==> src/rtl/tonegen_pkg.sv <==
package tonegen_pkg;
  localparam logic [2:0] CMD_CLEAR  = 3'd0;
  localparam logic [2:0] CMD_IDLE   = 3'd4;
  localparam logic [2:0] CMD_WRITE  = 3'd6;
  localparam logic [2:0] CMD_SELECT = 3'd7;

  localparam int MIXER_IDX = 7;
  localparam int AMP_BASE  = 8;

  typedef struct packed {
    logic selStrobe;
    logic writeStrobe;
    logic clearStrobe;
  } ctrlStrobes_t;
endpackage

==> src/rtl/tonegen_voice.sv <==
module tonegen_voice #(
  parameter int PERIOD_W = 12,
  parameter int AMP_W    = 4,
  parameter int PRESCALE = 16
) (
  input  logic                clk,
  input  logic                rst,
  input  logic                restart,
  input  logic [PERIOD_W-1:0] period,
  input  logic [AMP_W-1:0]    amp,
  input  logic                enable,
  output logic [AMP_W-1:0]    level
);
  localparam int PRE_W = (PRESCALE > 1) ? $clog2(PRESCALE) : 1;
  localparam logic [PRE_W-1:0] PRE_LAST = PRE_W'(PRESCALE - 1);

  logic [PRE_W-1:0]    preCount;
  logic [PERIOD_W-1:0] stepCount;
  logic                wave;
  logic                tick;
  logic [PERIOD_W:0]   effPeriod;
  logic [PERIOD_W:0]   nextStep;
  logic                lastStep;

  assign tick      = (preCount == PRE_LAST);
  assign effPeriod = (period == '0) ? (PERIOD_W+1)'(1) : {1'b0, period};
  assign nextStep  = {1'b0, stepCount} + (PERIOD_W+1)'(1);
  assign lastStep  = (nextStep >= effPeriod);

  always_ff @(posedge clk) begin
    if (rst || restart) begin
      preCount  <= '0;
      stepCount <= '0;
      wave      <= 1'b0;
    end else begin
      preCount <= tick ? '0 : preCount + PRE_W'(1);
      if (tick) begin
        if (lastStep) begin
          stepCount <= '0;
          wave      <= ~wave;
        end else begin
          stepCount <= nextStep[PERIOD_W-1:0];
        end
      end
    end
  end

  assign level = (enable && wave) ? amp : '0;
endmodule

==> src/rtl/tonegen_ctrl.sv <==
module tonegen_ctrl
  import tonegen_pkg::*;
#(
  parameter int IDX_W = 4
) (
  input  logic             clk,
  input  logic             rst,
  input  logic [2:0]       cmdIn,
  input  logic [IDX_W-1:0] selData,
  output ctrlStrobes_t     strobes,
  output logic [IDX_W-1:0] selIdx
);
  logic [2:0] prevCmd;

  always_comb begin
    strobes.selStrobe   = (cmdIn == CMD_SELECT) && (prevCmd != CMD_SELECT);
    strobes.writeStrobe = (cmdIn == CMD_WRITE)  && (prevCmd != CMD_WRITE);
    strobes.clearStrobe = (cmdIn == CMD_CLEAR);
  end

  always_ff @(posedge clk) begin
    if (rst) begin
      prevCmd <= CMD_IDLE;
      selIdx  <= '0;
    end else begin
      prevCmd <= cmdIn;
      if (strobes.clearStrobe) selIdx <= '0;
      else if (strobes.selStrobe) selIdx <= selData;
    end
  end
endmodule

==> src/rtl/tonegen_datapath.sv <==
module tonegen_datapath
  import tonegen_pkg::*;
#(
  parameter int NUM_CH    = 3,
  parameter int DATA_W    = 8,
  parameter int PERIOD_W  = 12,
  parameter int AMP_W     = 4,
  parameter int PRESCALE  = 16,
  parameter int REG_COUNT = 16
) (
  input  logic                        clk,
  input  logic                        rst,
  input  ctrlStrobes_t                strobes,
  input  logic [$clog2(REG_COUNT)-1:0] selIdx,
  input  logic [DATA_W-1:0]           dataIn,
  output logic [NUM_CH*AMP_W-1:0]     chanOut,
  output logic [REG_COUNT*DATA_W-1:0] regFlat
);
  localparam int IDX_W    = $clog2(REG_COUNT);
  localparam int COARSE_W = PERIOD_W - DATA_W;

  logic [DATA_W-1:0] regFile [REG_COUNT];

  function automatic logic [DATA_W-1:0] keepBits(input logic [IDX_W-1:0] idx,
                                                 input logic [DATA_W-1:0] d);
    logic [DATA_W-1:0] mask;
    mask = '1;
    if ((int'(idx) < 2*NUM_CH) && idx[0])
      mask = DATA_W'((1 << COARSE_W) - 1);
    else if ((int'(idx) >= AMP_BASE) && (int'(idx) < AMP_BASE + NUM_CH))
      mask = DATA_W'((1 << AMP_W) - 1);
    return d & mask;
  endfunction

  always_ff @(posedge clk) begin
    if (rst || strobes.clearStrobe) begin
      for (int i = 0; i < REG_COUNT; i++) regFile[i] <= '0;
    end else if (strobes.writeStrobe) begin
      regFile[selIdx] <= keepBits(selIdx, dataIn);
    end
  end

  for (genvar r = 0; r < REG_COUNT; r++) begin : g_flat
    assign regFlat[r*DATA_W +: DATA_W] = regFile[r];
  end

  for (genvar ch = 0; ch < NUM_CH; ch++) begin : g_voice
    logic [PERIOD_W-1:0] chPeriod;
    logic [AMP_W-1:0]    chAmp;
    logic                chEnable;

    assign chPeriod = {regFile[2*ch+1][COARSE_W-1:0], regFile[2*ch]};
    assign chAmp    = regFile[AMP_BASE+ch][AMP_W-1:0];
    assign chEnable = ~regFile[MIXER_IDX][ch];

    tonegen_voice #(
      .PERIOD_W(PERIOD_W),
      .AMP_W   (AMP_W),
      .PRESCALE(PRESCALE)
    ) u_voice (
      .clk    (clk),
      .rst    (rst),
      .restart(strobes.clearStrobe),
      .period (chPeriod),
      .amp    (chAmp),
      .enable (chEnable),
      .level  (chanOut[ch*AMP_W +: AMP_W])
    );
  end
endmodule

==> src/rtl/tonegen_top.sv <==
module tonegen_top
  import tonegen_pkg::*;
#(
  parameter int DATA_W    = 8,
  parameter int PERIOD_W  = 12,
  parameter int AMP_W     = 4,
  parameter int PRESCALE  = 16,
  parameter int REG_COUNT = 16
) (
  input  logic              clk,
  input  logic              rst,
  input  logic [2:0]        cmdIn,
  input  logic [DATA_W-1:0] dataIn,
  output logic [AMP_W-1:0]  outA,
  output logic [AMP_W-1:0]  outB,
  output logic [AMP_W-1:0]  outC
);
  localparam int NUM_CH = 3;
  localparam int IDX_W  = $clog2(REG_COUNT);

  ctrlStrobes_t                strobes;
  logic [IDX_W-1:0]            selIdx;
  logic [NUM_CH*AMP_W-1:0]     chanOut;
  logic [REG_COUNT*DATA_W-1:0] regFlat;

  tonegen_ctrl #(.IDX_W(IDX_W)) u_ctrl (
    .clk    (clk),
    .rst    (rst),
    .cmdIn  (cmdIn),
    .selData(dataIn[IDX_W-1:0]),
    .strobes(strobes),
    .selIdx (selIdx)
  );

  tonegen_datapath #(
    .NUM_CH   (NUM_CH),
    .DATA_W   (DATA_W),
    .PERIOD_W (PERIOD_W),
    .AMP_W    (AMP_W),
    .PRESCALE (PRESCALE),
    .REG_COUNT(REG_COUNT)
  ) u_dp (
    .clk    (clk),
    .rst    (rst),
    .strobes(strobes),
    .selIdx (selIdx),
    .dataIn (dataIn),
    .chanOut(chanOut),
    .regFlat(regFlat)
  );

  assign outA = chanOut[0*AMP_W +: AMP_W];
  assign outB = chanOut[1*AMP_W +: AMP_W];
  assign outC = chanOut[2*AMP_W +: AMP_W];
endmodule

==> config.mk <==
export PLATFORM = sky130hd
export DESIGN_NAME = tonegen_top
export DESIGN_NICKNAME = d
export VERILOG_FILES = /design/src/rtl/tonegen_pkg.sv /design/src/rtl/tonegen_voice.sv /design/src/rtl/tonegen_ctrl.sv /design/src/rtl/tonegen_datapath.sv /design/src/rtl/tonegen_top.sv
export SDC_FILE = /design/constraint.sdc
export NUM_CORES = 1
export LEC_CHECK = 0
export ABC_AREA = 1
export ABC_CLOCK_PERIOD_IN_PS = 2730
export BUFFER_PORTS_ARGS = -buffer_cell sky130_fd_sc_hd__buf_4
export CAP_MARGIN = 20
export CORE_MARGIN = 3
export CORE_UTILIZATION = 47
export CTS_BUF_LIST = sky130_fd_sc_hd__clkbuf_4 sky130_fd_sc_hd__clkbuf_8 sky130_fd_sc_hd__clkbuf_16
export DETAILED_ROUTE_END_ITERATION = 10
export SLEW_MARGIN = 30
export SYNTH_ARGS = -nofsm -noshare
export SYNTH_HDL_FRONTEND = slang
export SYNTH_SLANG_ARGS = --single-unit
==> constraint.sdc <==
create_clock -name clk -period 2.73 [get_ports clk]
set_input_delay 0.273 -clock clk [delete_from_list [all_inputs] [get_ports clk]]
set_output_delay 0.273 -clock clk [all_outputs]
set_load 0.02 [all_outputs]
==> impl_metrics.yaml, run 1 <==
sta:
  fmax_ghz: 0.399
  hold_viol: 0
  fin_tns_setup_ns: 0
  slew_headroom_pct: 40.9
  skew_ns: 0.0102
  rsz0062_at_grt: "yes"
  tightestPinTransition_ns: 0.881
  period_minus_slack_ns: 2.51
  setup_violations: 0
  post-route-period-util_pct: 91.8
  report.final.slew_viol_count: 0
  holdWs_ns: 0.104
drt:
  dr.max_layer_used: "met4"
  wl_per_cell_um: 12.8
  firstDrtPassIters: 5
  met2_length_um: 5630
  ant_nets: 0
  met3_length_um: 355
  num_vias: 4608
  route.detailed.drc: 0
  wl_met1_um: 5940
  drt_iter0_markers: 235
  via_per_inst: 4.91
  finalWirelength_um: 12000
worst_hold_path:
  worstHoldPathCells: 2
  min-delay-path-class: "in2reg"
placement:
  port_buffers: 24
  dpl.hpwl_um: 9000
  place.gp.congestion: 0.850
finish:
  multiInputGateArea_um2: 2690
  syn_to_final_growth_pct: 12.0
  final_common_cell: "nand2_1"
  diodes: 0
  finalNetCount: 821
  final_cell_mix: "nand2_1 (156), inv_1 (119), nor2_1 (118)"
  regArea_um2: 2690
  fillers: 1196
  drive_gt1_share_pct: 8.17
synth:
  synth_area_leaders: "edfxtp_1 (26%), dfxtp_1 (20%), nand2_1 (10%)"
  synth_seq_area_share_pct: 45.9
  synthCells: 736
  synth_nets: 791
  synth_top_cell_area_share_pct: 26.1
  yosysTopAreaCell: "edfxtp_1"
  synth_seq_cells: 109
  synth.distinct_cells: 32
  syn_area_um2: 5870
  avgSynthCellArea_um2: 7.98
  ys_warn_count: 0
job:
  maxCapViolations: 0
power_and_ir_drop:
  total_power_w: 0.00332
  vdd_drop_max_mv: 0.537
  p_leak_nw: 3.12
  cellPowerDensity_nw_per_um2: 504
clock_network:
  cts.sink_count: 109
  clock_path_buffers: 2
  cts_resized: 0
  tritoncts: "built"
  clkTransAtPathRegs_ns: 0.08
  clk_latency_ns: 0.36
  hold_buffers: 0
  cts_made_buffers: 9
  root_buffer: "clkbuf_16"
  cts_setup_buffers: 0
  htree_levels: 3
floorplanning:
  die_height_um: 118
  die_w_um: 118
  core_area_um2: 12100
  die_area_um2: 13900
  rows: 40
  initial_core_util_pct: 48.5
  ios: 25
setup_path:
  cp_data_required_time_ns: 2.98
  reg2regPathDepth: 14
  worstPathArrival_ns: 2.75
  critPathMaxFanout: 11
  endpoint_kind: "register"
  critPathKind: "reg2reg"
  worstSetupStartpointType: "register"
global_routing:
  track_usage_pct: 18.1
  grt-ovfl-total: 0
  grt_pass1_wl_um: 20700
  grt_pass1_vias: 4476
  antenna_found_initial: 0
  grt_max_degree: 21
run_status:
  status: "finished clean"
-- per-stage QoR --
step           worst slack [ns]  instance area, um^2  util [%]  std cells
2_1_floorplan             0.507                 5870         -        736
3_3_place_gp              0.171                 6250      51.6        923
3_5_place_dp              0.127                 6250      51.6        923
4_1_cts                   0.105                 6540      54.0        939
5_1_grt                -0.00862                 6570      54.3        939
6_report                  0.224                 6570      54.3        939
-- sequential cells by signal, summed over array words and instances, names as in the netlist --
name	flops
u_ctrl.prevCmd	3
u_dp.g_voice.u_voice.stepCount	36
u_dp.regFile	51
u_ctrl.selIdx	4
u_dp.g_voice.u_voice.wave	3
u_dp.g_voice.u_voice.preCount	12
-- routing by layer --
| metal | up-vias | GRT usage (%) |
|---|---|---|
| met3 | 12 | 4.57 |
| met5 | - | 0 |
| met4 | 0 | 5.20 |
| met2 | 58 | 29.2 |
| li1 | 2396 | - |
| met1 | 2142 | 24.0 |
-- final timing paths --
path / from / endpoint / slack, ns
max reg2reg: u_dp.g_voice[1].u_voice.stepCount[0]$_SDFFE_PP0P_ / u_dp.g_voice[1].u_voice.stepCount[3]$_SDFFE_PP0P_ / 0.22
min: rst / u_ctrl.prevCmd[1]$_SDFF_PP0_ / 0.10
max: u_dp.g_voice[1].u_voice.stepCount[0]$_SDFFE_PP0P_ / u_dp.g_voice[1].u_voice.stepCount[3]$_SDFFE_PP0P_ / 0.22
min reg2reg: u_dp.g_voice[1].u_voice.preCount[0]$_SDFF_PP0_ / u_dp.g_voice[1].u_voice.preCount[0]$_SDFF_PP0_ / 0.45
-- synthesized netlist by cell type --
| cell type | instances |
|---|---|
| nand2_1 | 156 |
| inv_1 | 122 |
| nor2_1 | 118 |
| dfxtp_1 | 58 |
| nand3_1 | 58 |
| edfxtp_1 | 51 |
| ha_1 | 42 |
| xor2_1 | 30 |
| o21ai_0 | 29 |
| a21oi_1 | 19 |
| nor3_1 | 7 |
| xnor2_1 | 6 |
| nor4_1 | 5 |
| a41o_1 | 3 |
| buf_2 | 3 |
| clkbuf_1 | 3 |
| nand4_1 | 3 |
| nor3_2 | 3 |
| and2_1 | 2 |
| buf_4 | 2 |
| clkinv_1 | 2 |
| inv_2 | 2 |
| nand3_2 | 2 |
| or2_2 | 2 |
| a311oi_1 | 1 |
| a31oi_4 | 1 |
| buf_1 | 1 |
| nor2_2 | 1 |
| nor2_4 | 1 |
| nor3b_1 | 1 |
| o211ai_1 | 1 |
| o21bai_1 | 1 |
-- critical path: stages, from the launching register on --
cell and delay, ns:
dfxtp_1 0.39, ha_1 0.20, nand2_1 0.10, nor2_2 0.15, nand2_1 0.10, nor2_1 0.12, xor2_1 0.23, ha_1 0.19
nand3_1 0.10, nor3_1 0.14, nand3_1 0.10, nand3_2 0.12, clkinvlp_4 0.22, nand3_1 0.13, o21ai_0 0.08
-- final cells by class --
cell class	instances	share of cell area [%]
flip-flops and latches	109	41.0
inverters	126	7.29
repair buffers	28	3.20
well taps	168	3.20
multi-input cells	492	40.9
clock buffers	9	3.43
clock inverters	7	0.971
-- where the power goes --
group	internal (W)	switching (W)	total, W	leakage (nW)
clock	0.000641	0.000646	0.00129	0.145
sequential	0.00176	0.0000321	0.00180	1.01
combinational	0.0000787	0.000155	0.000234	1.97
total	0.00248	0.000833	0.00332	3.12
-- kinds of logic (layout without fill, tap and decap cells) --
| group | Yosys count | after routing | share of synthesized area (%) |
|---|---|---|---|
| compound gates | 55 | 55 | 5.37 |
| xor+xnor | 36 | 36 | 5.37 |
| fa+ha+maj | 42 | 42 | 8.95 |
| buf+inv | 135 | 170 | 8.82 |
| flops | 109 | 109 | 45.9 |
| simple gates | 359 | 359 | 25.6 |
Note: power is estimated with default switching activity, not from simulation.
==> run 2, diff against run 1 <==
--- a/config.mk
+++ b/config.mk
@@ -13,6 +13,7 @@
 export CORE_UTILIZATION = 47
 export CTS_BUF_LIST = sky130_fd_sc_hd__clkbuf_4 sky130_fd_sc_hd__clkbuf_8 sky130_fd_sc_hd__clkbuf_16
 export DETAILED_ROUTE_END_ITERATION = 10
+export REMOVE_ABC_BUFFERS = 1
 export SLEW_MARGIN = 30
 export SYNTH_ARGS = -nofsm -noshare
 export SYNTH_HDL_FRONTEND = slang
==> run 2 against run 1 <==
  * Global-route usage down 0.23 points
  * Combinational power about the same
  * Clock power up 4%
  * Final cell count up 0.32%
  * Non-clock buffer count up 2
  * First-iteration DRC count up 24%
  * Register-to-register slack better by 0.02 ns
  * Critical endpoint unchanged
==> impl_metrics.yaml, run 2 (synthesized netlist as in run 1, its figures left out) <==
floorplanning:
  die_w_um: 118
  die_height_um: 118
  initial_core_util_pct: 48.5
  rows: 40
  die_area_um2: 13900
  ios: 25
  core_area_um2: 12100
global_routing:
  track_usage_pct: 17.8
  grt_max_degree: 21
  antenna_found_initial: 0
  grt_pass1_vias: 4212
  grt-ovfl-total: 0
  grt_pass1_wl_um: 20200
finish:
  multiInputGateArea_um2: 2680
  fillers: 1205
  final_common_cell: "nand2_1"
  largest-register: "u_dp.regFile"
  top_regs: "u_dp.regFile (51), u_dp.g_voice.u_voice.stepCount (36), u_dp.g_voice.u_voice.preCount (12)"
  drive_gt1_share_pct: 8.53
  syn_to_final_growth_pct: 12.4
  largest_reg_flops: 51
  regArea_um2: 2700
  diodes: 0
  final_cell_mix: "nand2_1 (156), inv_1 (119), nor2_1 (118)"
  finalNetCount: 824
  final_area_um2: 6600
clock_network:
  cts.sink_count: 109
  clk_latency_ns: 0.35
  clock_path_buffers: 2
  hold_buffers: 0
  tritoncts: "built"
  cts_made_buffers: 9
  htree_levels: 3
  clkTransAtPathRegs_ns: 0.07
  root_buffer: "clkbuf_16"
drt:
  wl_per_cell_um: 12.8
  finalWirelength_um: 12100
  route.detailed.drc: 0
  via_per_inst: 4.85
  num_vias: 4569
  ant_nets: 0
  drt_iter0_markers: 291
  firstDrtPassIters: 4
power_and_ir_drop:
  vdd_drop_max_mv: 0.344
  cellPowerDensity_nw_per_um2: 512
  p_leak_nw: 3.11
sta:
  slew_headroom_pct: 45.4
  fin_tns_setup_ns: 0
  post-route-period-util_pct: 91.0
  rsz0062_at_grt: "no"
  fin_ws_ns: 0.246
  setup_violations: 0
  fmax_ghz: 0.403
  period_minus_slack_ns: 2.48
  hold_viol: 0
  tightestPinTransition_ns: 0.814
  report.final.slew_viol_count: 0
  skew_ns: 0.0117
placement:
  dpl.hpwl_um: 8970
  placed_area_um2: 6250
  dp_worst_setup_slack_ns: 0.111
  port_buffers: 24
  place.gp.congestion: 0.835
worst_hold_path:
  min_from: "rst"
  hold_path_end: "u_ctrl.prevCmd[1]$_SDFF_PP0_"
  min-delay-path-class: "in2reg"
  worstHoldPathCells: 2
setup_path:
  critPathMaxFanout: 6
  slowest_stage: "dfxtp_1"
  crit_chain: "ha_1 -> nand2_1 -> nor2_4 -> nand2_1 -> nor2_1 -> xor2_1 -> ha_1 -> nand3_1 -> nor3_2 -> nand3_1 -> nand3_4 -> clkinvlp_4 -> nand3_1 -> o21ai_0"
  worstPathArrival_ns: 2.72
  critPathKind: "reg2reg"
  cp_top_family: "simple AND/OR/NAND/NOR gates"
  reg2regPathDepth: 14
  rrSetupSlack_ns: 0.25
  slowest_delay_ns: 0.38
  cp.buffers_inverters: 1
  r2r-start: "u_dp.g_voice[1].u_voice.stepCount[1]$_SDFFE_PP0P_"
  endpoint_kind: "register"
  worstSetupStartpointType: "register"
  cp_data_required_time_ns: 2.97
  worstReg2RegEnd: "u_dp.g_voice[1].u_voice.stepCount[3]$_SDFFE_PP0P_"
  crit_top_cell: "nand3_1"
job:
  maxCapViolations: 0
run_status:
  status: "finished clean"
run 2: cell types whose count changed in the layout (fill, tap and decap cells not counted), sizes merged:
cell | before | now
bufinv | 0 | 1
clkbuf | 9 | 12
clkinv | 5 | 3
clkinvlp | 1 | 2
inv | 127 | 125
buf | 28 | 30
run 2: timing repair:
| item | in CTS | in global routing |
|---|---|---|
| buffers inserted | 0 | 1 |
| setup endpoints to repair | 0 | 25 |
| resized for setup | 0 | 11 |
run 2: worst register-to-register path, cell delays in order, from the launching register on:
cell	delay, ns
dfxtp_1	0.38
ha_1	0.21
nand2_1	0.12
nor2_4	0.13
nand2_1	0.09
nor2_1	0.12
xor2_1	0.24
ha_1	0.18
nand3_1	0.13
nor3_2	0.14
nand3_1	0.14
nand3_4	0.13
clkinvlp_4	0.16
nand3_1	0.10
o21ai_0	0.07
run 2: through the flow:
step                      power [W]  std cells  utilization [%]  hold WS (ns)
after floorplan             0.00199        727                -         0.345
after global placement      0.00206        924             51.6         0.423
after detailed placement    0.00207        924             51.6         0.437
after CTS                   0.00341        940             54.1         0.109
after global routing        0.00352        942             54.5         0.111
final                       0.00338        942             54.5         0.119
run 2: worst max path at each step:
stage	start	to	slack, ns	cells past startpoint
finish	u_dp.g_voice[1].u_voice.stepCount[1]$_SDFFE_PP0P_	u_dp.g_voice[1].u_voice.stepCount[3]$_SDFFE_PP0P_	0.25	14
global route	u_dp.g_voice[1].u_voice.stepCount[1]$_SDFFE_PP0P_	u_dp.g_voice[1].u_voice.stepCount[3]$_SDFFE_PP0P_	0.005	14
CTS	u_dp.g_voice[1].u_voice.stepCount[0]$_SDFFE_PP0P_	u_dp.g_voice[1].u_voice.stepCount[3]$_SDFFE_PP0P_	0.08	15
detailed placement	u_dp.g_voice[1].u_voice.stepCount[0]$_SDFFE_PP0P_	u_dp.g_voice[1].u_voice.stepCount[3]$_SDFFE_PP0P_	0.11	15
global placement	u_dp.g_voice[1].u_voice.stepCount[0]$_SDFFE_PP0P_	u_dp.g_voice[1].u_voice.stepCount[10]$_SDFFE_PP0P_	0.19	15
floorplan	u_dp.g_voice[0].u_voice.stepCount[0]$_SDFFE_PP0P_	u_dp.g_voice[0].u_voice.stepCount[8]$_SDFFE_PP0P_	0.49	14
run 2: final cells by class:
cell class	instances	area share, %
timing repair inverter	1	0.114
tap	168	3.18
inverter	126	7.26
sequential	109	40.9
clock buffer	12	3.75
timing repair buffer	30	3.41
multi-input combinational	492	40.6
clock inverter	4	0.853
run 2: power by group:
| group | switching [W] | internal (W) |
|---|---|---|
| sequential | 0.0000332 | 0.00176 |
| combinational | 0.000157 | 0.0000793 |
| clock | 0.000592 | 0.000751 |
run 2: layer usage:
layer	wire length, um	track usage, %	vias up
met1	5750	24.2	2090
met3	479	3.99	4
met4	74	4.54	0
li1	-	-	2406
met2	5790	29.0	69
met5	0	0	-
